==> config.mk <==
export PLATFORM = sky130hd
export DESIGN_NAME = opf_unit
export DESIGN_NICKNAME = d
export VERILOG_FILES = /design/src/rtl/opf_pkg.sv /design/src/rtl/opf_ea_calc.sv /design/src/rtl/opf_ctrl.sv /design/src/rtl/opf_unit.sv
export SDC_FILE = /design/constraint.sdc
export NUM_CORES = 1
export LEC_CHECK = 0
export BUFFER_PORTS_ARGS = -buffer_cell sky130_fd_sc_hd__buf_2
export CAP_MARGIN = 0
export CORE_MARGIN = 4
export CORE_UTILIZATION = 46
export CTS_CLUSTER_SIZE = 10
export DETAILED_ROUTE_END_ITERATION = 16
export PLACE_DENSITY_LB_ADDON = 0.05
export SLEW_MARGIN = 20
export SYNTH_ARGS = -nofsm -noshare
export SYNTH_HDL_FRONTEND = slang
export SYNTH_HIERARCHICAL = 1
export SYNTH_SLANG_ARGS = --single-unit
==> constraint.sdc <==
create_clock -name clk_i -period 2.4 [get_ports clk_i]
set_input_delay 0 -clock clk_i [delete_from_list [all_inputs] [get_ports clk_i]]
set_output_delay 0 -clock clk_i [all_outputs]
set_load 0.03 [all_outputs]
==> src/rtl/opf_pkg.sv <==
package opf_pkg;
  localparam logic [3:0] MODE_IMPL = 4'd0;
  localparam logic [3:0] MODE_IMM  = 4'd1;
  localparam logic [3:0] MODE_DIR  = 4'd2;
  localparam logic [3:0] MODE_IND  = 4'd3;
  localparam logic [3:0] MODE_REL  = 4'd4;
  localparam logic [3:0] MODE_IDX  = 4'd5;
  localparam logic [3:0] MODE_BASE = 4'd6;
  localparam logic [3:0] MODE_REG  = 4'd7;
  localparam logic [3:0] MODE_RIND = 4'd8;
  localparam logic [3:0] MODE_AINC = 4'd9;
  localparam logic [3:0] MODE_ADEC = 4'd10;

  typedef enum logic [2:0] {
    ST_IDLE, ST_REQ1, ST_WAIT1, ST_REQ2, ST_WAIT2, ST_FIN
  } opf_state_e;
endpackage

==> src/rtl/opf_ea_calc.sv <==
module opf_ea_calc
  import opf_pkg::*;
#(
  parameter int AW = 16,
  parameter int DW = 16
) (
  input  logic [3:0]    mode_i,
  input  logic [AW-1:0] field_i,
  input  logic [AW-1:0] inst_addr_i,
  input  logic [AW-1:0] pc_next_i,
  input  logic [DW-1:0] acc_i,
  input  logic [DW-1:0] reg_val_i,
  input  logic [AW-1:0] index_i,
  input  logic [AW-1:0] base_i,
  output logic [AW-1:0] ea_o,
  output logic [DW-1:0] op_o,
  output logic [1:0]    nreads_o,
  output logic          wb_en_o,
  output logic [DW-1:0] wb_val_o,
  output logic          illegal_o
);
  localparam logic [AW-1:0] AONE = AW'(1);
  localparam logic [DW-1:0] DONE = DW'(1);

  logic [AW-1:0] reg_addr;
  logic [DW-1:0] reg_dec;

  assign reg_addr = reg_val_i[AW-1:0];
  assign reg_dec  = reg_val_i - DONE;

  always_comb begin
    ea_o      = '0;
    op_o      = '0;
    nreads_o  = 2'd0;
    wb_en_o   = 1'b0;
    wb_val_o  = reg_val_i;
    illegal_o = 1'b0;
    case (mode_i)
      MODE_IMPL: op_o = acc_i;
      MODE_IMM: begin
        ea_o = inst_addr_i + AONE;
        op_o = DW'(field_i);
      end
      MODE_DIR: begin
        ea_o = field_i;
        nreads_o = 2'd1;
      end
      MODE_IND: begin
        ea_o = field_i;            // pointer location; replaced after first read
        nreads_o = 2'd2;
      end
      MODE_REL: begin
        ea_o = pc_next_i + field_i;
        nreads_o = 2'd1;
      end
      MODE_IDX: begin
        ea_o = index_i + field_i;
        nreads_o = 2'd1;
      end
      MODE_BASE: begin
        ea_o = base_i + field_i;
        nreads_o = 2'd1;
      end
      MODE_REG: op_o = reg_val_i;
      MODE_RIND: begin
        ea_o = reg_addr;
        nreads_o = 2'd1;
      end
      MODE_AINC: begin
        ea_o = reg_addr;
        nreads_o = 2'd1;
        wb_en_o = 1'b1;
        wb_val_o = reg_val_i + DONE;
      end
      MODE_ADEC: begin
        ea_o = reg_dec[AW-1:0];
        nreads_o = 2'd1;
        wb_en_o = 1'b1;
        wb_val_o = reg_dec;
      end
      default: illegal_o = 1'b1;
    endcase
  end
endmodule

==> src/rtl/opf_ctrl.sv <==
module opf_ctrl
  import opf_pkg::*;
#(
  parameter int AW = 16,
  parameter int DW = 16,
  parameter int RW = 3
) (
  input  logic          clk_i,
  input  logic          rst_ni,
  input  logic          start_i,
  input  logic [RW-1:0] rsel_i,
  input  logic [AW-1:0] ea_i,
  input  logic [DW-1:0] op_i,
  input  logic [1:0]    nreads_i,
  input  logic          wb_en_i,
  input  logic [DW-1:0] wb_val_i,
  input  logic          illegal_i,
  output logic          mem_req_o,
  output logic [AW-1:0] mem_addr_o,
  input  logic          mem_valid_i,
  input  logic [DW-1:0] mem_rdata_i,
  output logic [AW-1:0] ea_o,
  output logic [DW-1:0] operand_o,
  output logic          done_o,
  output logic          illegal_o,
  output logic          reg_we_o,
  output logic [RW-1:0] reg_waddr_o,
  output logic [DW-1:0] reg_wdata_o
);
  opf_state_e    state_q;
  logic [AW-1:0] ea_q;
  logic [DW-1:0] op_q;
  logic          two_q, wb_en_q, ill_q;
  logic [DW-1:0] wb_val_q;
  logic [RW-1:0] sel_q;

  always_ff @(posedge clk_i or negedge rst_ni) begin
    if (!rst_ni) begin
      state_q  <= ST_IDLE;
      ea_q     <= '0;
      op_q     <= '0;
      two_q    <= 1'b0;
      wb_en_q  <= 1'b0;
      wb_val_q <= '0;
      ill_q    <= 1'b0;
      sel_q    <= '0;
    end else begin
      case (state_q)
        ST_IDLE: if (start_i) begin
          ea_q     <= ea_i;
          op_q     <= op_i;
          two_q    <= (nreads_i == 2'd2);
          wb_en_q  <= wb_en_i;
          wb_val_q <= wb_val_i;
          ill_q    <= illegal_i;
          sel_q    <= rsel_i;
          state_q  <= (nreads_i == 2'd0) ? ST_FIN : ST_REQ1;
        end
        ST_REQ1: state_q <= ST_WAIT1;
        ST_WAIT1: if (mem_valid_i) begin
          if (two_q) begin
            ea_q    <= mem_rdata_i[AW-1:0];
            state_q <= ST_REQ2;
          end else begin
            op_q    <= mem_rdata_i;
            state_q <= ST_FIN;
          end
        end
        ST_REQ2: state_q <= ST_WAIT2;
        ST_WAIT2: if (mem_valid_i) begin
          op_q    <= mem_rdata_i;
          state_q <= ST_FIN;
        end
        ST_FIN:  state_q <= ST_IDLE;
        default: state_q <= ST_IDLE;
      endcase
    end
  end

  assign mem_req_o   = (state_q == ST_REQ1) || (state_q == ST_REQ2);
  assign mem_addr_o  = ea_q;
  assign ea_o        = ea_q;
  assign operand_o   = op_q;
  assign done_o      = (state_q == ST_FIN);
  assign illegal_o   = done_o && ill_q;
  assign reg_we_o    = done_o && wb_en_q;
  assign reg_waddr_o = sel_q;
  assign reg_wdata_o = wb_val_q;
endmodule

==> src/rtl/opf_unit.sv <==
module opf_unit #(
  parameter int AW = 16,
  parameter int DW = 16,
  parameter int RW = 3
) (
  input  logic          clk_i,
  input  logic          rst_ni,
  input  logic          start_i,
  input  logic [3:0]    mode_i,
  input  logic [AW-1:0] field_i,
  input  logic [RW-1:0] rsel_i,
  input  logic [AW-1:0] inst_addr_i,
  input  logic [AW-1:0] pc_next_i,
  input  logic [DW-1:0] acc_i,
  input  logic [DW-1:0] reg_rdata_i,
  input  logic [AW-1:0] index_i,
  input  logic [AW-1:0] base_i,
  output logic          mem_req_o,
  output logic [AW-1:0] mem_addr_o,
  input  logic          mem_valid_i,
  input  logic [DW-1:0] mem_rdata_i,
  output logic [AW-1:0] ea_o,
  output logic [DW-1:0] operand_o,
  output logic          done_o,
  output logic          illegal_o,
  output logic          reg_we_o,
  output logic [RW-1:0] reg_waddr_o,
  output logic [DW-1:0] reg_wdata_o
);
  logic [AW-1:0] calc_ea;
  logic [DW-1:0] calc_op, calc_wb;
  logic [1:0]    calc_nrd;
  logic          calc_wben, calc_ill;

  opf_ea_calc #(.AW(AW), .DW(DW)) u_calc (
    .mode_i(mode_i), .field_i(field_i), .inst_addr_i(inst_addr_i),
    .pc_next_i(pc_next_i), .acc_i(acc_i), .reg_val_i(reg_rdata_i),
    .index_i(index_i), .base_i(base_i), .ea_o(calc_ea), .op_o(calc_op),
    .nreads_o(calc_nrd), .wb_en_o(calc_wben), .wb_val_o(calc_wb),
    .illegal_o(calc_ill)
  );

  opf_ctrl #(.AW(AW), .DW(DW), .RW(RW)) u_ctrl (
    .clk_i(clk_i), .rst_ni(rst_ni), .start_i(start_i), .rsel_i(rsel_i),
    .ea_i(calc_ea), .op_i(calc_op), .nreads_i(calc_nrd), .wb_en_i(calc_wben),
    .wb_val_i(calc_wb), .illegal_i(calc_ill), .mem_req_o(mem_req_o),
    .mem_addr_o(mem_addr_o), .mem_valid_i(mem_valid_i), .mem_rdata_i(mem_rdata_i),
    .ea_o(ea_o), .operand_o(operand_o), .done_o(done_o), .illegal_o(illegal_o),
    .reg_we_o(reg_we_o), .reg_waddr_o(reg_waddr_o), .reg_wdata_o(reg_wdata_o)
  );
endmodule

# [After elaboration in Yosys (flattened, before gate mapping)]
# Cells that the tools add are included.
[word_totals] output_inout_bits=71 n_memories=0 elab_cells=73 register_bits=57 romBits=0 latch_bits=0 input_bits=139 ramBits=0
[classes] n_eq_ne=21 reduce_logical=17 n_mul=0 n_shift=0 div=0 mux=21 n_bitwise=0 magnitude_cmp=0 add_sub_neg=6
[ops] op="$mux W16" n=7
[ops] op="$pmux W16 S7" n=1
[ops] op="$pmux W16 S3" n=2
[ops] op="$pmux W16 S2" n=2
[ops] op="$add A16 B16 Y16" n=3
[ops] op="$add A16 B1 Y16 const B" n=2
[ops] op="$eq A4 B3 Y1 const B" n=4
[ops] op="$sub A16 B1 Y16 const B" n=1
[ops] op="$mux W3" n=5
[ops] op="$pmux W3 S5" n=1
[ops] op="$eq A4 B4 Y1 const B" n=3
[ops] op="$reduce_or A11 Y1" n=1
[ops] op="$eq A4 B2 Y1 const B" n=2
[ops] op="$ne A2 B2 Y1 const B" n=4
[ops] op="$reduce_or A7 Y1" n=1
[ops] op="$eq A3 B2 Y1 const B" n=2
[ops] op="$eq A3 B3 Y1 const B" n=2
[ops] op="$reduce_or A2 Y1" n=3
[ops] op="$reduce_and A5 Y1" n=1
[ops] op="$eq A4 B1 Y1 const B" n=1
[ops] op="$logic_not A4 Y1" n=1
[ops] op="$pmux W2 S2" n=1
[ops] op="$reduce_and A4 Y1" n=1
[ops] op="$eq A3 B1 Y1 const B" n=1
[ops] op="11 further kinds" n=13

# [Logic depth before layout (Yosys ltp)]
# Gate-level depths: netlist (run 1).
[logic_depth] word_depth=7 mapped_depth=20 ltp_nobuf=18

# [Hierarchy]
# The synthesis (run 1) kept the hierarchy.
[modules_own_cells] module="opf_ea_calc" cells_each=503 seq_area_each_um2=0.0 n_inst=1 area_each_um2=3116.7
[modules_own_cells] module="opf_ctrl" cells_each=214 seq_area_each_um2=1426.4 n_inst=1 area_each_um2=2775.2

# [Least setup slack after synthesis (run 1)]
# Ideal clock, no wire load.
[synth_path] kind="in2reg" startpoint="input port mode_i[0]" endpoint="register u_ctrl.ea_q[14] (netlist: u_ctrl/ea_o[14])" path_slack_ns=-0.952 n_path_buf=4 setup_ns=0.128 arrival_time_ns=3.224 cell_stages=18 t_required_ns=2.272 cell_sequence="clkbuf_1 -> clkbuf_1 -> buf_1 -> clkbuf_1 -> o31ai_1 -> a21oi_1 -> ha_1 -> inv_1 -> fa_1 -> nand2b_1 -> a21oi_1 -> o21ai_0 -> a21oi_1 -> a221oi_1 -> xnor2_1 -> a21o_1 -> mux2i_1 -> a21oi_2"
[synth_via] elab_chain_len=5 elab_cells_between_ends=14 cone_classes="9 x eq/ne; 3 x mux; 2 x reduce/logical"
[synth_lines] element="start: declaration" line_no="opf_unit.sv:9" rtl="input logic [3:0] mode_i,"
[synth_lines] element="$eq A4 B4 Y1 / $eq A4 B2 Y1 (equally long branches)" line_no="opf_ea_calc.sv:38" rtl="case (mode_i)"
[synth_lines] element="$reduce_or A2 Y1 (no source line)"
[synth_lines] element="$pmux W16 S7 (*)" line_no="opf_ea_calc.sv:38"
[synth_lines] element="via calc_ea[14]" line_no="opf_unit.sv:30" rtl="logic [AW-1:0] calc_ea;"
[synth_lines] element="$mux W16 (*)" line_no="opf_ctrl.sv:49" rtl="ST_IDLE: if (start_i) begin"
[synth_lines] element="$pmux W16 S2 (*)" line_no="opf_ctrl.sv:48" rtl="case (state_q)"
[synth_lines] element="end signal: assignment" line_no="opf_ctrl.sv:50" rtl="ea_q <= ea_i;"
[synth_lines] element="end signal: assignment" line_no="opf_ctrl.sv:62" rtl="ea_q <= mem_rdata_i[AW-1:0];"
[synth_lines] element="end: declaration" line_no="opf_ctrl.sv:31" rtl="logic [AW-1:0] ea_q;"
# Mark *: on every way through the listed nets, which the timed path passes. The rest lies on a longest branch. The select of a mux whose other input is x is not followed.
# A chain may end at the register's enable or synchronous reset.

# [Worst setup path in the final report (run 1)]
[layout_path] startpoint="input port mode_i[2]" endpoint="register u_ctrl.ea_q[12] (netlist: u_ctrl/ea_o[12])"
# The elaborated chain is that of the path after synthesis.

==> run summary, run 1 <==
* **unrepaired setup endpoints after global routing** yes
* **switching power summed over all nets** 3.303 mW
* **crit path launch type** input pin
* **CTS H-tree depth** 3
* **largest driver fanout on the critical path** 7
* **Post-Route Skew** 4.662 ps
* **internal power component** 3.987 mW
* **category of the worst setup path capture point** flop
* **combinational share of power** 57.1%
* **post-detailed-route count of antenna-violating nets** 0
* **core box area** 0.01257 mm^2
* **highest metal layer used by the detailed router** met4
* **number of buffers between clock root and the deepest sink** 2
* **most numerous cell types in the synthesized netlist** 76 x nor2_1, 57 x a21oi_1, 57 x dfrtp_1
* **flip-flop cell with the highest count after synthesis** dfrtp_1
* **hold crit path type** input pin to flop
* **first drt pass iteration count** 6
* **later-pin clock latency in the skew report** 330 ps
* **final std cell area, no fill** 0.008224 mm^2
* **metal2 WL** 10180 um
* **count of endpoints failing setup in the final report** 0
* **post-route met1 wirelength** 9359 um
* **Mapped Area** 0.005892 mm^2
* **top-area cell type share of the netlist area** 24.21%
* **signal arrival time at the worst endpoint** 2580 ps
* **wire length of the first global-routing pass** 33850 um
* **fraction of final layout cells with drive strength greater than 1** 45.04%
* **largest net degree at the start of global routing** 40
* **post-detailed-route wirelength per cell** 19.55 um
* **clock tree root driver cell** clkbuf_16
* **most frequent cell after synthesis** nor2_1
* **total nets after synthesis** 878
* **kind of critical path** input pin to flop
* **EDFF count, synth** 0
* **ratio of total power to cell area** 886.4 mW/mm^2
* **Netlist cell types** 67
* **FFs w/ async S/R, synth** 100.0%
* **Final #Nets** 1124
* **cell chain of the critical path** buf_6, nand2_8, nor2_4, a21oi_2, o22ai_1, a21oi_2, ha_2, inv_2, fa_2, nand2b_4, a21oi_4, o21ai_2, a21oi_4, mux2i_2, a211oi_2, o21ai_1, mux2i_1, a21oi_1
* **Max rail drop VDD** 0.6556 mV
* **YS warnings** 6
* **Seq/Total Area, Yosys** 24.21%
* **outcome** finished clean
* **via count of the first global-routing pass** 6390
* **x dimension of the die** 121.2 um
* **maximum cell stage delay along the critical path** 350 ps
* **Avg Cell Area, Syn** 8.217 um^2
* **# rows** 41
* **antenna violations before repair** 0
* **Inserted Clock Buffers** 9
* **TritonCTS clock tree** built
* **growth of design area from synthesis to finish** 39.58%
* **cell taking the most area after synthesis** dfrtp_1
* **slew at the pin closest to its max-slew limit** 695.1 ps
* **register share of total power** 23.8%
* **Via-to-Cell Ratio** 5.805
* **register clock-pin slew on the reported worst setup and hold paths** 50 ps
* **final-layout fill cell count** 1102
* **summed negative setup slack over all endpoints** 0 ps
* **Final Hold Viols** 0
* **clock share of power** 19.2%
* **overall die area** 0.01468 mm^2
* **Crit path required time** 2590 ps
* **buffers added on ports** 209
* **switching fraction of total power** 45.31%
* **sequential cell area** 0.001426 mm^2
* **final critical-path required period** 2384 ps
* **met3 routed wirelength** 1747 um
* **global-route usage over all layers** 29.60%
* **Remaining Overflow, GRT** 0
* **Placer Congestion** 0.9241
* **max-slew headroom at the worst pin** 53.61%
* **Die Height** 121.2 um
* **number of instances in the synthesized netlist** 717
* **leakage dissipation** 3.858 nW
* **highest achievable clock rate** 0.4195 GHz
* **sink count of the clock tree** 57
* **cell with the largest stage delay on the worst path** fa_2
* **Detailed Route WL** 22280 um
* **half-perimeter wire length of the detailed placement result** 17760 um
* **Placement Cell Area** 0.007492 mm^2
* **boundary pin count** 210
* **count of final max-slew check failures** 0
* **top area cells in the synthesized netlist** dfrtp_1 24%, mux2_2 9.4%, a21oi_1 4.8%
* **max-capacitance violation count** 0
* **via count** 6618
* **post-route fraction of the period consumed by the critical path** 99.32%
* **number of antenna cells inserted** 0
* **multi-input combinational cell area** 0.004235 mm^2
* **number of remaining DRC errors** 0
* **flops & latches, synth** 57
* **initial core utilization** 46.88%
* **Starting DRT DRC Count** 728
[layer usage]
metal / track usage, % / up-vias
met5: 0 / -
met4: 13.38 / 0
met3: 4.615 / 55
met2: 46.34 / 340
met1: 40.30 / 3106
li1: - / 3117
[repair_timing]
action                                 in CTS  in global routing
setup buffers                               2                  7
hold buffers                                6                  0
setup endpoints to repair                   6                 10
gates cloned                                0                  1
resized for setup                          13                 48
pin swaps                                  12                 31
endpoints found under the hold margin      23                  0
[cell usage in the layout (no fill, tap or decap), drive strengths merged, types with 23 or more instances in the layout]
cell type  count
a21oi         68
nor2          77
nand2         37
mux2          55
dfrtp         57
xnor2         26
a222oi        23
buf          298
inv           32
o21ai         31
[per-stage QoR]
stage | setup slack (ps) | utilization, % | hold slack (ps) | cells | power, mW
after floorplan | -190.9 | - | -295.6 | 717 | 4.760
after global placement | -402.1 | 59.61 | -45.78 | 1108 | 5.716
after detailed placement | -536.5 | 59.61 | -36.55 | 1108 | 5.762
after CTS | 0.02220 | 63.19 | 1.111 | 1132 | 7.235
after global routing | -97.54 | 65.44 | 16.77 | 1140 | 7.703
final | 16.25 | 65.44 | 16.50 | 1140 | 7.290
[final cells by class]
| cell class | instances | area share (%) |
|---|---|---|
| repair buffers | 305 | 22.94 |
| well taps | 172 | 2.617 |
| clock inverters | 4 | 0.9128 |
| flip-flops and latches | 57 | 17.34 |
| clock buffers | 12 | 3.119 |
| inverters | 33 | 1.567 |
| multi-input cells | 557 | 51.50 |
[sequential cells by signal, indices dropped and copies added (netlist names)]
register,flops
u_ctrl/reg_waddr_o,3
u_ctrl/operand_o,16
u_ctrl/reg_wdata_o,16
u_ctrl/wb_en_q,1
u_ctrl/two_q,1
u_ctrl/state_q,3
u_ctrl/ea_o,16
u_ctrl/ill_q,1
[worst max-delay path: cells and delay by family]
kind	cells	cell delay, ps
buffers and inverters	2	150
and+or+nand+nor	3	300
AOI/OAI and AO/OA	9	1290
adders and majority gates	2	550
muxes	2	270
[cells by family after synthesis]
kind of cell               count (synthesis)  share of synthesized area (%)
DFF                                       57                          24.21
muxes                                     72                          13.40
and+or+nand+nor                          208                          17.77
buffers and inverters                    103                          8.473
adders and majority gates                 22                          4.799
AOI/OAI and AO/OA                        211                          24.68
xor gates and xnor gates                  44                          6.668
[power groups by stage]
stage	clock (mW)	combinational, mW	sequential, mW
floorplan	0	2.31	2.45
global placement	0	3.99	1.72
detailed placement	0	4.02	1.75
CTS	1.43	4.07	1.74
global route	1.47	4.43	1.80
finish	1.40	4.16	1.73
[worst paths after layout]
path	from	end	slack [ps]	cells after the start
setup / recovery	mode_i[2]	u_ctrl/ea_o[12]$_DFFE_PN0P_	20	18
hold / removal	mem_rdata_i[15]	u_ctrl/ea_o[15]$_DFFE_PN0P_	20	3
setup reg to reg	u_ctrl/state_q[2]$_DFFE_PN0P_	u_ctrl/operand_o[6]$_DFFE_PN0P_	420	4
hold reg to reg	u_ctrl/reg_wdata_o[8]$_DFFE_PN0P_	u_ctrl/reg_wdata_o[8]$_DFFE_PN0P_	480	1
max in group asynchronous	rst_ni	u_ctrl/reg_wdata_o[7]$_DFFE_PN0P_	1410	3
min in group asynchronous	rst_ni	u_ctrl/ea_o[5]$_DFFE_PN0P_	140	2
(Power assumes the default switching activity.)
==> inputs of run 2 (changes only) <==
--- a/config.mk
+++ b/config.mk
@@ -12,6 +12,7 @@
 export CTS_CLUSTER_SIZE = 10
 export DETAILED_ROUTE_END_ITERATION = 16
 export PLACE_DENSITY_LB_ADDON = 0.05
+export SETUP_SLACK_MARGIN = 0.15
 export SLEW_MARGIN = 20
 export SYNTH_ARGS = -nofsm -noshare
 export SYNTH_HDL_FRONTEND = slang
==> run 2 against run 1 <==
Register-to-register slack improved by 20 ps. Sequential power about the same. Routed wire length increased by 1.8%. Largest cell class unchanged. Highest routed layer unchanged.
==> run summary, run 2 (synthesis results as in run 1) <==
* **outcome** finished clean
* **cell with the largest stage delay on the worst path** mux2_2
* **first drt pass iteration count** 9, +3
* **final-layout fill cell count** 1072, -2.7%
* **sequential cell area** 0.001426 mm^2, unchanged
* **antenna violations before repair** 0, unchanged
* **clock tree root driver cell** clkbuf_16
* **hold crit path type** input pin to flop
* **x dimension of the die** 121.2 um, unchanged
* **summed negative setup slack over all endpoints** 0 ps, unchanged
* **signal arrival time at the worst endpoint** 2570 ps, about the same
* **overall die area** 0.01468 mm^2, unchanged
* **TritonCTS clock tree** built
* **largest driver fanout on the critical path** 6, -1
* **Die Height** 121.2 um, unchanged
* **max-capacitance violation count** 0, unchanged
* **wire length of the first global-routing pass** 34640 um, +2.3%
* **fraction of final layout cells with drive strength greater than 1** 47.74%, +2.7 points
* **unrepaired setup endpoints after global routing** yes
* **post-route total power** 7.149 mW, -1.9%
* **final critical-path required period** 2313 ps, -70.80 ps
* **post-route fraction of the period consumed by the critical path** 96.37%, -2.9 points
* **initial core utilization** 46.88%, unchanged
* **ratio of total power to cell area** 856.0 mW/mm^2, -3.4%
* **number of remaining DRC errors** 0, unchanged
* **Via-to-Cell Ratio** 5.799, -0.10%
* **leakage dissipation** 3.890 nW, +0.84%
* **Final #Nets** 1130, +0.53%
* **growth of design area from synthesis to finish** 41.75%
* **core box area** 0.01257 mm^2, unchanged
* **CP most frequent cell** a21oi_2
* **count of endpoints failing setup in the final report** 0, unchanged
* **crit path launch type** input pin
* **max-slew headroom at the worst pin** 46.64%, -7.0 points
* **post-detailed-route wirelength per cell** 19.80 um, +1.3%
* **cell chain of the critical path** buf_12, inv_8, nand2_8, buf_6, buf_6, nor2_4, a21oi_2, o22ai_2, a21oi_2, ha_1, a21oi_2, o211a_1, nor3_2, a31o_2, nand3_2, mux2_2, o21ai_2, mux2i_1, a21oi_2
* **half-perimeter wire length of the detailed placement result** 18030 um, +1.5%
* **leading cell types in the layout, fill and taps excluded** 205 x buf_2, 86 x buf_4, 69 x nor2_1
* **category of the worst setup path capture point** flop
* **# rows** 41, unchanged
* **number of buffers between clock root and the deepest sink** 2, unchanged
* **Remaining Overflow, GRT** 0, unchanged
* **most common library cell in the layout ignoring fill and taps** buf_2
* **count of final max-slew check failures** 0, unchanged
* **post-detailed-route count of antenna-violating nets** 0, unchanged
* **Max rail drop VDD** 0.7604 mV, +16%
* **Post-Route Skew** 7.344 ps, +2.682 ps
* **family with the most delay on the worst path** compound AO/OA/AOI/OAI gates
* **boundary pin count** 210, unchanged
* **number of buffers and inverters on the critical path** 4, +2
* **register clock-pin slew on the reported worst setup and hold paths** 50 ps, about the same
* **largest net degree at the start of global routing** 50, +25%
* **highest achievable clock rate** 0.4323 GHz, +3.1%
* **maximum cell stage delay along the critical path** 330 ps, -20 ps
* **Starting DRT DRC Count** 557, -23%
* **Placer Congestion** 0.9504, +2.8%
* **later-pin clock latency in the skew report** 340 ps, about the same
* **via count** 6646, +0.42%
* **via count of the first global-routing pass** 6555, +2.6%
* **CTS H-tree depth** 3, unchanged
* **buffers added on ports** 209, unchanged
* **slew at the pin closest to its max-slew limit** 799.6 ps, +104.5 ps
* **kind of critical path** input pin to flop
* **Crit path required time** 2660 ps, +70 ps
* **multi-input combinational cell area** 0.004373 mm^2, +3.2%
* **Detailed Route WL** 22690 um, +1.8%
* **number of antenna cells inserted** 0, unchanged
* **Inserted Clock Buffers** 9, unchanged
* **sink count of the clock tree** 57, unchanged
* **Final Hold Viols** 0, unchanged
* **global-route usage over all layers** 30.07%, +0.46 points
-- run 2: path summary, 6_finish.rpt --
path / cells after the start / to / slack (ps) / from
setup / recovery: 19 / u_ctrl/ea_o[13]$_DFFE_PN0P_ / 90 / mode_i[3]
hold / removal: 3 / u_ctrl/ea_o[9]$_DFFE_PN0P_ / 9 / mem_rdata_i[9]
setup reg to reg: 4 / u_ctrl/operand_o[9]$_DFFE_PN0P_ / 440 / u_ctrl/state_q[2]$_DFFE_PN0P_
hold reg to reg: 1 / u_ctrl/reg_wdata_o[9]$_DFFE_PN0P_ / 490 / u_ctrl/reg_wdata_o[9]$_DFFE_PN0P_
max in group asynchronous: 3 / u_ctrl/reg_wdata_o[7]$_DFFE_PN0P_ / 1570 / rst_ni
min in group asynchronous: 2 / u_ctrl/ea_o[12]$_DFFE_PN0P_ / 230 / rst_ni
-- run 2: report_power, final --
group	internal [mW]	switching (mW)	leakage [nW]
Clock	0.726	0.475	0.135
Combinational	1.65	2.56	3.06
Sequential	1.40	0.332	0.696
Total	3.78	3.37	3.89
-- run 2: timing repair --
action,4_1_cts,5_1_grt
pin swaps,33,28
buffers inserted,11,1
endpoints found under the hold margin,53,0
endpoints found under the setup margin,9,12
hold buffers,6,0
gates resized for setup,42,47
-- run 2: final cells by class --
cell class | instances | share of cell area (%)
clock buffers | 10 | 2.861
clock inverters | 6 | 0.5094
inverters | 33 | 1.573
multi-input cells | 557 | 52.36
flip-flops and latches | 57 | 17.08
well taps | 172 | 2.577
repair buffers | 311 | 23.04
-- run 2: metrics by stage --
| step | utilization [%] | cell area, um^2 | hold slack (ps) | std cells | worst slack [ps] |
|---|---|---|---|---|---|
| 2_1_floorplan | - | 6121 | -295.6 | 717 | -190.9 |
| 4_1_cts | 64.49 | 8105 | 1.862 | 1145 | 84.40 |
| 5_1_grt | 66.45 | 8352 | 15.24 | 1146 | -37.85 |
| 3_5_place_dp | 59.94 | 7533 | 238.0 | 1112 | -459.2 |
| 3_3_place_gp | 59.92 | 7531 | 233.3 | 1112 | -319.6 |
| 6_report | 66.45 | 8352 | 9.095 | 1146 | 87.05 |
-- run 2: layer usage --
| layer | track usage, % | part of all wire [%] | wire [um] |
|---|---|---|---|
| met5 | 0 | 0 | 0 |
| met4 | 13.80 | 4.3 | 977 |
| met3 | 4.476 | 7.0 | 1588 |
| met2 | 48.11 | 47 | 10600 |
| met1 | 40.09 | 42 | 9523 |
-- run 2: worst min-delay path, delay by kind of cell --
kind	cells	cell delay, ps
compound gates	1	140
buf+inv	1	90
mux	1	70
